$ cat config.mk
export PLATFORM = sky130hd
export DESIGN_NAME = a429_tx_fifo
export DESIGN_NICKNAME = d
export VERILOG_FILES = /design/src/rtl/a429_tx_pkg.sv /design/src/rtl/a429_rate_div.sv /design/src/rtl/a429_word_fifo.sv /design/src/rtl/a429_loader.sv /design/src/rtl/a429_serializer.sv /design/src/rtl/a429_tx_fifo.sv
export SDC_FILE = /design/constraint.sdc
export NUM_CORES = 1
export LEC_CHECK = 0
export BUFFER_PORTS_ARGS = -buffer_cell sky130_fd_sc_hd__buf_4
export CAP_MARGIN = 30
export CELL_PAD_IN_SITES_DETAIL_PLACEMENT = 0
export CELL_PAD_IN_SITES_GLOBAL_PLACEMENT = 1
export CORE_MARGIN = 2
export CORE_UTILIZATION = 51
export CTS_BUF_LIST = sky130_fd_sc_hd__clkbuf_4
export DETAILED_ROUTE_END_ITERATION = 8
export PLACE_DENSITY = 0.83
export SYNTH_ARGS = -nofsm -noshare
export SYNTH_HDL_FRONTEND = slang
export SYNTH_SLANG_ARGS = --single-unit
$ cat constraint.sdc
create_clock -name clk -period 4.8 [get_ports clk]
set_input_delay 0.48 -clock clk [delete_from_list [all_inputs] [get_ports clk]]
set_output_delay 0.48 -clock clk [all_outputs]
set_load 0.02 [all_outputs]
$ cat src/rtl/a429_tx_pkg.sv
package a429_tx_pkg;

   typedef enum logic [1:0] {
      TX_IDLE = 2'd0,
      TX_SEND = 2'd1,
      TX_GAP  = 2'd2
   } tx_state_e;

   // Assemble the 31 data bits (index i holds ARINC bit i+1) from two bus halves.
   function automatic logic [30:0] pack_word(input logic [15:0] lo, input logic [15:0] hi);
      logic [30:0] w;
      for (int i = 0; i < 8; i++) w[i] = lo[7-i];
      for (int i = 0; i < 5; i++) w[8+i] = lo[11+i];
      for (int i = 0; i < 16; i++) w[13+i] = hi[i];
      w[29] = lo[9];
      w[30] = lo[10];
      return w;
   endfunction

endpackage

$ cat src/rtl/a429_rate_div.sv
module a429_rate_div #(
   parameter int FAST_DIV = 10,
   parameter int SLOW_DIV = 80
) (
   input  logic clk,
   input  logic rst_n,
   input  logic slow,
   output logic tick,
   output logic first_half
);
   localparam int MAX_DIV = (SLOW_DIV > FAST_DIV) ? SLOW_DIV : FAST_DIV;
   localparam int CNT_W   = $clog2(MAX_DIV);

   if (FAST_DIV < 2 || (FAST_DIV % 2) != 0) begin : g_bad_fast
      $error("FAST_DIV must be even and at least 2");
   end
   if (SLOW_DIV < 2 || (SLOW_DIV % 2) != 0) begin : g_bad_slow
      $error("SLOW_DIV must be even and at least 2");
   end

   logic [CNT_W-1:0] cnt_q;
   logic [CNT_W-1:0] last_cnt;
   logic [CNT_W-1:0] half_cnt;

   assign last_cnt   = slow ? CNT_W'(SLOW_DIV - 1) : CNT_W'(FAST_DIV - 1);
   assign half_cnt   = slow ? CNT_W'(SLOW_DIV / 2) : CNT_W'(FAST_DIV / 2);
   assign tick       = (cnt_q >= last_cnt);
   assign first_half = (cnt_q < half_cnt);

   always_ff @(posedge clk or negedge rst_n) begin
      if (!rst_n)    cnt_q <= '0;
      else if (tick) cnt_q <= '0;
      else           cnt_q <= cnt_q + 1'b1;
   end

endmodule

$ cat src/rtl/a429_word_fifo.sv
module a429_word_fifo #(
   parameter int WORD_W = 31,
   parameter int DEPTH  = 8
) (
   input  logic              clk,
   input  logic              rst_n,
   input  logic              push,
   input  logic [WORD_W-1:0] push_data,
   input  logic              pop,
   output logic [WORD_W-1:0] head,
   output logic              empty,
   output logic              full
);
   localparam int PTR_W = $clog2(DEPTH);
   localparam int CNT_W = $clog2(DEPTH + 1);

   if (DEPTH < 2) begin : g_bad_depth
      $error("DEPTH must be at least 2");
   end

   logic [WORD_W-1:0] mem [DEPTH];
   logic [PTR_W-1:0]  wr_ptr_q, rd_ptr_q, wr_ptr_inc, rd_ptr_inc;
   logic [CNT_W-1:0]  cnt_q;

   if ((DEPTH & (DEPTH - 1)) == 0) begin : g_pow2_wrap
      assign wr_ptr_inc = wr_ptr_q + 1'b1;
      assign rd_ptr_inc = rd_ptr_q + 1'b1;
   end else begin : g_cmp_wrap
      assign wr_ptr_inc = (wr_ptr_q == PTR_W'(DEPTH - 1)) ? '0 : wr_ptr_q + 1'b1;
      assign rd_ptr_inc = (rd_ptr_q == PTR_W'(DEPTH - 1)) ? '0 : rd_ptr_q + 1'b1;
   end

   assign empty = (cnt_q == '0);
   assign full  = (cnt_q == CNT_W'(DEPTH));
   assign head  = mem[rd_ptr_q];

   always_ff @(posedge clk) begin
      if (push) mem[wr_ptr_q] <= push_data;
   end

   always_ff @(posedge clk or negedge rst_n) begin
      if (!rst_n) begin
         wr_ptr_q <= '0;
         rd_ptr_q <= '0;
         cnt_q    <= '0;
      end else begin
         if (push) wr_ptr_q <= wr_ptr_inc;
         if (pop)  rd_ptr_q <= rd_ptr_inc;
         case ({push, pop})
            2'b10:   cnt_q <= cnt_q + 1'b1;
            2'b01:   cnt_q <= cnt_q - 1'b1;
            default: cnt_q <= cnt_q;
         endcase
      end
   end

   AST_PUSH_ROOM: assert property (@(posedge clk) disable iff (!rst_n)
      push |-> !full) else $error("push into full queue");
   AST_NO_UNDERFLOW: assert property (@(posedge clk) disable iff (!rst_n)
      pop |-> !empty) else $error("pop from empty queue");

endmodule

$ cat src/rtl/a429_loader.sv
module a429_loader
   import a429_tx_pkg::*;
(
   input  logic        clk,
   input  logic        rst_n,
   input  logic        load_lo,
   input  logic        load_hi,
   input  logic [15:0] bus_data,
   input  logic        full,
   output logic        push,
   output logic [30:0] push_word
);
   logic        armed_q;
   logic [15:0] lo_q;

   assign push      = load_hi && armed_q && !full;
   assign push_word = pack_word(lo_q, bus_data);

   always_ff @(posedge clk or negedge rst_n) begin
      if (!rst_n) begin
         armed_q <= 1'b0;
         lo_q    <= '0;
      end else begin
         if (load_hi) armed_q <= 1'b0;
         if (load_lo) begin
            armed_q <= 1'b1;
            lo_q    <= bus_data;
         end
      end
   end

endmodule

$ cat src/rtl/a429_serializer.sv
module a429_serializer
   import a429_tx_pkg::*;
#(
   parameter int WORD_W   = 31,
   parameter int GAP_BITS = 4
) (
   input  logic              clk,
   input  logic              rst_n,
   input  logic              tx_en,
   input  logic              par_even,
   input  logic              tick,
   input  logic              first_half,
   input  logic              empty,
   input  logic [WORD_W-1:0] head,
   output logic              pop,
   output logic              line_one,
   output logic              line_zero,
   output logic              idle
);
   localparam int FRAME_W = WORD_W + 1;
   localparam int IDX_W   = $clog2(FRAME_W);
   localparam int GAP_W   = (GAP_BITS > 1) ? $clog2(GAP_BITS) : 1;

   if (GAP_BITS < 1) begin : g_bad_gap
      $error("GAP_BITS must be at least 1");
   end

   tx_state_e          st_q;
   logic [IDX_W-1:0]   idx_q;
   logic [GAP_W-1:0]   gap_q;
   logic [FRAME_W-1:0] sh_q;
   logic               last_bit, gap_done, start, parity, sending;

   assign last_bit = (idx_q == IDX_W'(FRAME_W - 1));
   assign gap_done = (gap_q == GAP_W'(GAP_BITS - 1));
   assign start    = tx_en && tick && !empty &&
                     ((st_q == TX_IDLE) || ((st_q == TX_GAP) && gap_done));
   assign pop      = start;
   assign parity   = (^head) ^ ~par_even;

   always_ff @(posedge clk or negedge rst_n) begin
      if (!rst_n) begin
         st_q  <= TX_IDLE;
         idx_q <= '0;
         gap_q <= '0;
         sh_q  <= '0;
      end else if (start) begin
         st_q  <= TX_SEND;
         idx_q <= '0;
         sh_q  <= {parity, head};
      end else begin
         case (st_q)
            TX_SEND: begin
               if (!tx_en) st_q <= TX_IDLE;
               else if (tick) begin
                  if (last_bit) begin
                     st_q  <= TX_GAP;
                     gap_q <= '0;
                  end else begin
                     idx_q <= idx_q + 1'b1;
                     sh_q  <= sh_q >> 1;
                  end
               end
            end
            TX_GAP: begin
               if (!tx_en) st_q <= TX_IDLE;
               else if (tick) begin
                  if (gap_done) st_q <= TX_IDLE;
                  else          gap_q <= gap_q + 1'b1;
               end
            end
            default: st_q <= st_q;
         endcase
      end
   end

   assign sending   = (st_q == TX_SEND) && first_half;
   assign line_one  = sending && sh_q[0];
   assign line_zero = sending && !sh_q[0];
   assign idle      = (st_q == TX_IDLE);

   AST_LINES_EXCLUSIVE: assert property (@(posedge clk) disable iff (!rst_n)
      !(line_one && line_zero)) else $error("both lines active");
   AST_ABORT_QUIET: assert property (@(posedge clk) disable iff (!rst_n)
      $fell(tx_en) |=> (!line_one && !line_zero && idle)) else $error("abort not honoured");

endmodule

$ cat src/rtl/a429_tx_fifo.sv
module a429_tx_fifo #(
   parameter int DEPTH    = 8,
   parameter int FAST_DIV = 10,
   parameter int SLOW_DIV = 80,
   parameter int GAP_BITS = 4
) (
   input  logic        clk,
   input  logic        rst_n,
   input  logic        load_lo,
   input  logic        load_hi,
   input  logic [15:0] bus_data,
   input  logic        tx_en,
   input  logic        slow_rate,
   input  logic        par_even,
   output logic        line_one,
   output logic        line_zero,
   output logic        tx_clk_out,
   output logic        tx_ready
);
   localparam int WORD_W = 31;

   logic              tick, first_half, push, pop, empty, full, idle;
   logic [WORD_W-1:0] push_word, head;
   logic              ready_q;

   a429_rate_div #(.FAST_DIV(FAST_DIV), .SLOW_DIV(SLOW_DIV)) u_div (
      .clk(clk), .rst_n(rst_n), .slow(slow_rate),
      .tick(tick), .first_half(first_half)
   );

   a429_loader u_load (
      .clk(clk), .rst_n(rst_n), .load_lo(load_lo), .load_hi(load_hi),
      .bus_data(bus_data), .full(full), .push(push), .push_word(push_word)
   );

   a429_word_fifo #(.WORD_W(WORD_W), .DEPTH(DEPTH)) u_fifo (
      .clk(clk), .rst_n(rst_n), .push(push), .push_data(push_word),
      .pop(pop), .head(head), .empty(empty), .full(full)
   );

   a429_serializer #(.WORD_W(WORD_W), .GAP_BITS(GAP_BITS)) u_ser (
      .clk(clk), .rst_n(rst_n), .tx_en(tx_en), .par_even(par_even),
      .tick(tick), .first_half(first_half), .empty(empty), .head(head),
      .pop(pop), .line_one(line_one), .line_zero(line_zero), .idle(idle)
   );

   always_ff @(posedge clk or negedge rst_n) begin
      if (!rst_n)              ready_q <= 1'b1;
      else if (push)           ready_q <= 1'b0;
      else if (empty && idle)  ready_q <= 1'b1;
   end

   assign tx_ready   = ready_q;
   assign tx_clk_out = first_half;

   AST_READY_DROP: assert property (@(posedge clk) disable iff (!rst_n)
      push |=> !tx_ready) else $error("ready stayed high after load");
   AST_BUSY_NOT_READY: assert property (@(posedge clk) disable iff (!rst_n)
      (line_one || line_zero) |-> !tx_ready) else $error("ready while sending");

endmodule

Word level (Yosys, flattened, before mapping)
Memory sizes are Yosys's and may differ from the RTL's.
Index checks and enable logic that the tools add are counted.
Storage, ports and cells
  bits in registers: 76
  bits in writable memories: 248
  input port bits: 23
  output and inout bits: 4
  word-level logic and storage cells: 105
  memories: 1
Memory list
  u_fifo.mem: words 8, width 31, read ports 1, clocked after memory_dff 0, write ports 1, line a429_word_fifo.sv:21  | logic [WORD_W-1:0] mem [DEPTH];
Operators by class
  add/sub/neg operators: 7
  magnitude comparators: 2
  eq/ne operators: 18
  multiplexer cells: 35
  bitwise logic cells: 3
  reduce and logical (&&, ||, !) cells: 28
Operators by type and width (count)
  $mux W32: 5
  $reduce_xor A31 Y1: 1
  $mux W2: 13
  $mux W5: 5
  $ne A4 B3 Y1 const B: 4
  $mux W7: 2
  $reduce_bool A2 Y1: 7
  $logic_and A1 B1 Y1: 10
  $ne A2 B2 Y1 const B: 4
  $pmux W2 S2: 2
  $pmux W4 S2: 1
  $reduce_and A8 Y1: 1
  $add A7 B1 Y7 const B: 1
  $ge A7 B7 Y1: 1
  $lt A7 B7 Y1: 1
  $add A3 B1 Y3 const B: 2
  $eq A2 B2 Y1 const B: 3
  $mux W1: 6
  $mux W6: 1
  $ne A2 B1 Y1 const B: 3
  $add A5 B1 Y5 const B: 1
  $eq A5 B5 Y1 const B: 1
  $reduce_and A5 Y1: 1
  $add A4 B1 Y4 const B: 1
  other kinds (12): 16

Depth between registers and ports, before layout
  depth in word-level cells: 7
  depth in mapped cells: 15
  mapped depth without buffers: 15

By module
From an unflattened synthesis, not the netlist that was laid out.
Second synthesis, totals
  cells, all modules: 756
  area, all modules: 13670.6 um^2
Modules (own cells, without submodules)
  a429_word_fifo: times used 1, cells an instance 413, area an instance 10110.9 um^2
  a429_serializer: times used 1, cells an instance 235, area an instance 2277.2 um^2
  a429_loader: times used 1, cells an instance 53, area an instance 774.5 um^2
  a429_rate_div: times used 1, cells an instance 52, area an instance 473.0 um^2
  a429_tx_fifo: times used 1, cells an instance 3, area an instance 35.0 um^2

Least setup slack after synthesis
Ideal clock, no wire load.
  path kind: register to register
  start: register u_fifo.cnt_q[1]
  end: memory u_fifo.mem[3][0] (enable)
  library setup time: 464 ps
  data arrival time: 3528 ps
  setup slack: 808 ps
  stages on the path, launching flop included: 6
  path buffers: 1
  period minus slack after synthesis: 3992 ps
  path through: dfrtp_1 -> clkbuf_1 -> nor3_1 -> a21oi_1 -> nand2_1 -> nor3b_1
On the way
  cells in the longest elaborated chain, start to end: 5
RTL lines
  start, declared: line a429_word_fifo.sv:23  | logic [CNT_W-1:0] cnt_q;
  start signal, assigned: line a429_word_fifo.sv:50  | 2'b10: cnt_q <= cnt_q + 1'b1;
  start signal, assigned: line a429_word_fifo.sv:51  | 2'b01: cnt_q <= cnt_q - 1'b1;
  start signal, assigned: line a429_word_fifo.sv:52  | default: cnt_q <= cnt_q;
  $eq A4 B4 Y1: line a429_word_fifo.sv:34  | assign full = (cnt_q == CNT_W'(DEPTH));
  $logic_not A1 Y1: line a429_loader.sv:16  | assign push = load_hi && armed_q && !full;
  $logic_and A1 B1 Y1: line a429_loader.sv:16
  $mux W1: line a429_word_fifo.sv:38  | if (push) mem[wr_ptr_q] <= push_data;
  $mux W1 (not written as such): line a429_word_fifo.sv:38
  end, declared: line a429_word_fifo.sv:21
No other way between the ends.

Worst setup path in the final report
  start: register u_fifo.rd_ptr_q[0]
  end: register u_ser.sh_q[31]
On the way
  cells in the longest elaborated chain, start to end: 4
RTL lines
  start, declared: line a429_word_fifo.sv:22  | logic [PTR_W-1:0] wr_ptr_q, rd_ptr_q, wr_ptr_inc, rd_ptr_inc;
  start signal, assigned: line a429_word_fifo.sv:48  | if (pop) rd_ptr_q <= rd_ptr_inc;
  $mem_v2 Z8 W31
  $reduce_xor A31 Y1: line a429_serializer.sv:39  | assign parity = (^head) ^ ~par_even;
  $xor A1 B1 Y1: line a429_serializer.sv:39
  $mux W32: line a429_serializer.sv:47  | end else if (start) begin
  end signal, assigned: line a429_serializer.sv:50  | sh_q <= {parity, head};
  end signal, assigned: line a429_serializer.sv:61  | sh_q <= sh_q >> 1;
  end, declared: line a429_serializer.sv:31  | logic [FRAME_W-1:0] sh_q;
No other way between the ends.
A chain may end at the register's enable or synchronous reset.

==> flow_metrics.tcl <==
set metrics [dict create \
    reg2reg_from "u_fifo.rd_ptr_q[0]" \
    min_path_type "input port to flop" \
    swShare 0.335 \
    switchingPower_mw 3.22 \
    holdPathStages 1 \
    postLayoutCellArea_um2 14900 \
    syn_to_final_growth_pct 13.6 \
    postSynthCellCount 797 \
    slew_headroom 0.387 \
    yosys_warnings 0 \
    ys_types 41 \
    timing.final.crit_share 0.708 \
    max_freq_ghz 0.294 \
    critPathKind "flop to flop" \
    die_h_um 164 \
    r2r-end "u_ser.sh_q[31]" \
    final_cell_mix "edfxtp_1 (248), clkbuf_4 (129), dfrtp_1 (73), mux2i_1 (62), a21oi_1 (58)" \
    min_to "u_fifo.mem[0][16]" \
    worst_pin_slew_ps 919 \
    power_mw 9.61 \
    hold_viol_final 0 \
    drv_cap 0 \
    place_area_um2 13800 \
    setup_viol_count_final 0 \
    synth_top_area_frac 0.567 \
    intPower_mw 6.39 \
    grt_pass1_vias 7619 \
    final.setup_skew_ps 53.3 \
    cts.path.max_buffers 3 \
    finalSetupTns_ps 0 \
    overflow 0 \
    synth-compound-area-share 0.0750 \
    cp_data_arrival_time_ps 4000 \
    clock-root-buffer "clkbuf_4" \
    grt_first_pass_wirelength_um 42600 \
    critPathMaxFanout 46 \
    hpwl_um 14800 \
    cts_sinks 323 \
    leakage_nw 5.44 \
    reg2reg_slack_ps 1400 \
    rsz0062_at_grt "no" \
    critPathCaptureType "flop" \
    ys_ff_latch 323 \
    detail_route.first_pass.iterations 5 \
    grt_use_met2 0.348 \
    die_w_um 164 \
    required_ps 5400 \
    clkTransAtPathRegs_ps 70 \
    synth_xor_xnor_area_share 0.0319 \
    start_util 0.520 \
    syn_area_per_cell_um2 16.5 \
    viasPerCell 5.64 \
    synth_nets 835 \
    cpMostUsedCell "xnor2_1" \
    crit_chain "buf_4, mux4_2, a21oi_1, xnor2_1, xnor2_2, xnor2_1, xnor2_1, xnor2_1, o2bb2ai_1" \
    synth_top_family_by_area "multiplexers" \
    cts_tree "done" \
    placementRows 58 \
    p_seq_frac 0.403 \
    clk_latency_ps 710 \
    use_met1 0.289 \
    synth_fa_ha_area_frac 0.0143 \
    period_needed_ps 3400 \
    final_common_cell "edfxtp_1" \
    h-tree-depth 3 \
    synth_area_leaders "edfxtp_1 (57%), dfrtp_1 (14%), mux4_2 (5.3%)" \
    fillCellCount 1962 \
    vias 7276 \
    final_nets 930 \
    gp_congestion 0.750 \
    hold_start "bus_data[3]" \
    grt.total_usage 0.212 \
    synth.area.mux_share 0.118 \
    antenna_found_initial 1 \
    grt_max_degree 51 \
    syn_area_um2 13100 \
    yosysTopAreaCell "edfxtp_1" \
    drive_above_1_share 0.266 \
    cts_made_buffers 82 \
    ant_nets 0 \
    max_stage_delay_ps 1000 \
    p_comb_frac 0.358 \
    routedWlPerCell_um 21.3 \
    status "finished clean" \
    startpoint_type "flop" \
    power_density_nw_per_um2 644 \
    r2r_cells 9 \
    gr-usage-met3 0.0417 \
    ir_drop_uv 511 \
    synth-simple-area-share 0.0304 \
    io-pin-count 27 \
    grt_busiest_layer "met2" \
    drv_slew 0 \
    crit_slowest_cell "dfrtp_4" \
    drc 0 \
    wirelength_um 27400 \
    drtIter0Drc 590 \
    synth-seq-area-share 0.710 \
    p_clk_frac 0.239 \
    die_area_um2 27000 \
    core_area_um2 25300 \
    port_buffers 26 \
    cts_setup_buffers 0 \
]
## cells by family after synthesis
logic type                 count (synthesis)
muxes                                    113
buffers and inverters                     57
DFF                                      323
and+or+nand+nor                           92
adders and majority gates                 15
AOI/OAI and AO/OA                        150
xor gates and xnor gates                  47
## worst max-delay path by stage
stage / from / to
after CTS: u_fifo.rd_ptr_q[0] / u_ser.sh_q[31]
after floorplan: u_fifo.cnt_q[1] / u_fifo.mem[3][0]
after detailed placement: slow_rate / u_fifo.cnt_q[2]
after global placement: slow_rate / u_fifo.cnt_q[2]
after global routing: u_fifo.rd_ptr_q[0] / u_ser.sh_q[31]
final: u_fifo.rd_ptr_q[0] / u_ser.sh_q[31]
## worst max-delay path, delay by kind of cell, from the launching register on
kind	cells	cell delay, ps
compound gates	2	440
xor+xnor	5	900
buf+inv	1	390
flops	1	1000
mux	1	520
## Yosys cell counts
| cell type | number |
|---|---|
| o21ai_1 | 4 |
| edfxtp_1 | 248 |
| nand4_1 | 1 |
| o2bb2ai_1 | 1 |
| o22a_1 | 31 |
| nand2b_1 | 3 |
| nand3b_1 | 1 |
| mux2_2 | 17 |
| dfrtp_1 | 74 |
| nor3_1 | 5 |
| mux2i_1 | 62 |
| a32o_1 | 1 |
| clkbuf_1 | 30 |
| a21o_1 | 5 |
| buf_6 | 5 |
| nor2_1 | 53 |
| xnor2_1 | 33 |
| buf_1 | 1 |
| nor4_1 | 1 |
| mux4_2 | 31 |
| a211oi_1 | 2 |
| xnor2_2 | 1 |
| a22o_1 | 2 |
| a31o_1 | 1 |
| a211o_1 | 2 |
| nor3b_1 | 4 |
| o31ai_1 | 2 |
| buf_2 | 6 |
| nand3_1 | 5 |
| or3b_1 | 1 |
| buf_4 | 3 |
| dfstp_2 | 1 |
| xor2_1 | 13 |
| nand2_1 | 16 |
| mux2_1 | 3 |
| o22ai_1 | 33 |
| a21oi_2 | 7 |
| inv_1 | 12 |
| a21oi_1 | 59 |
| ha_1 | 15 |
| and3_1 | 2 |
## final cells by class
class | instances | area [µm²] | share of cell area
Sequential cell | 323 | 9330 | 0.625
Multi-Input combinational cell | 417 | 3600 | 0.242
Clock buffer | 129 | 968 | 0.0649
Timing Repair Buffer | 56 | 460 | 0.0309
Tap cell | 330 | 413 | 0.0277
Clock inverter | 21 | 96.3 | 0.00646
Inverter | 12 | 45.0 | 0.00302
Antenna cell | 1 | 2.50 | 0.000168
## state kept, by name, summed over array words and instances, names as in the netlist, 3 cells and up
| name | flops |
|---|---|
| u_fifo.mem | 248 |
| u_ser.sh_q | 32 |
| u_load.lo_q | 15 |
| u_div.cnt_q | 7 |
| u_ser.idx_q | 5 |
| u_fifo.cnt_q | 4 |
| u_fifo.rd_ptr_q | 3 |
| u_fifo.wr_ptr_q | 3 |
## through the flow
| step | setup WS [ps] | util | std cells | hold slack [ps] |
|---|---|---|---|---|
| detailed placement | 1180 | 0.545 | 1131 | 436 |
| global placement | 1280 | 0.545 | 1131 | 436 |
| global route | 1250 | 0.591 | 1289 | 23.1 |
| finish | 1400 | 0.591 | 1289 | 45.9 |
| floorplan | 808 | - | 797 | 184 |
| CTS | 1360 | 0.590 | 1287 | 0.498 |
## power groups by stage
stage	sequential, mW	clock [mW]	combinational (mW)
CTS	3.87	2.36	3.46
finish	3.87	2.30	3.44
global placement	3.91	0	3.38
detailed placement	3.93	0	3.43
floorplan	3.73	0	2.82
global route	3.93	2.52	3.71
## routing by layer
| layer | up-vias | share of wire | wire length, µm |
|---|---|---|---|
| met2 | 232 | 0.50 | 13700 |
| met1 | 3697 | 0.43 | 11700 |
| met4 | 0 | 0.015 | 410 |
| met3 | 30 | 0.058 | 1600 |
| met5 | - | 0 | 0 |
| li1 | 3317 | - | - |
## what timing repair did
action | 4_1_cts | 5_1_grt
hold buffers | 6 | 0
endpoints found under the setup margin | 0 | 0
endpoints found under the hold margin | 56 | 0
resized for setup | 0 | 0
No activity file was read; power rests on OpenSTA's default activity.
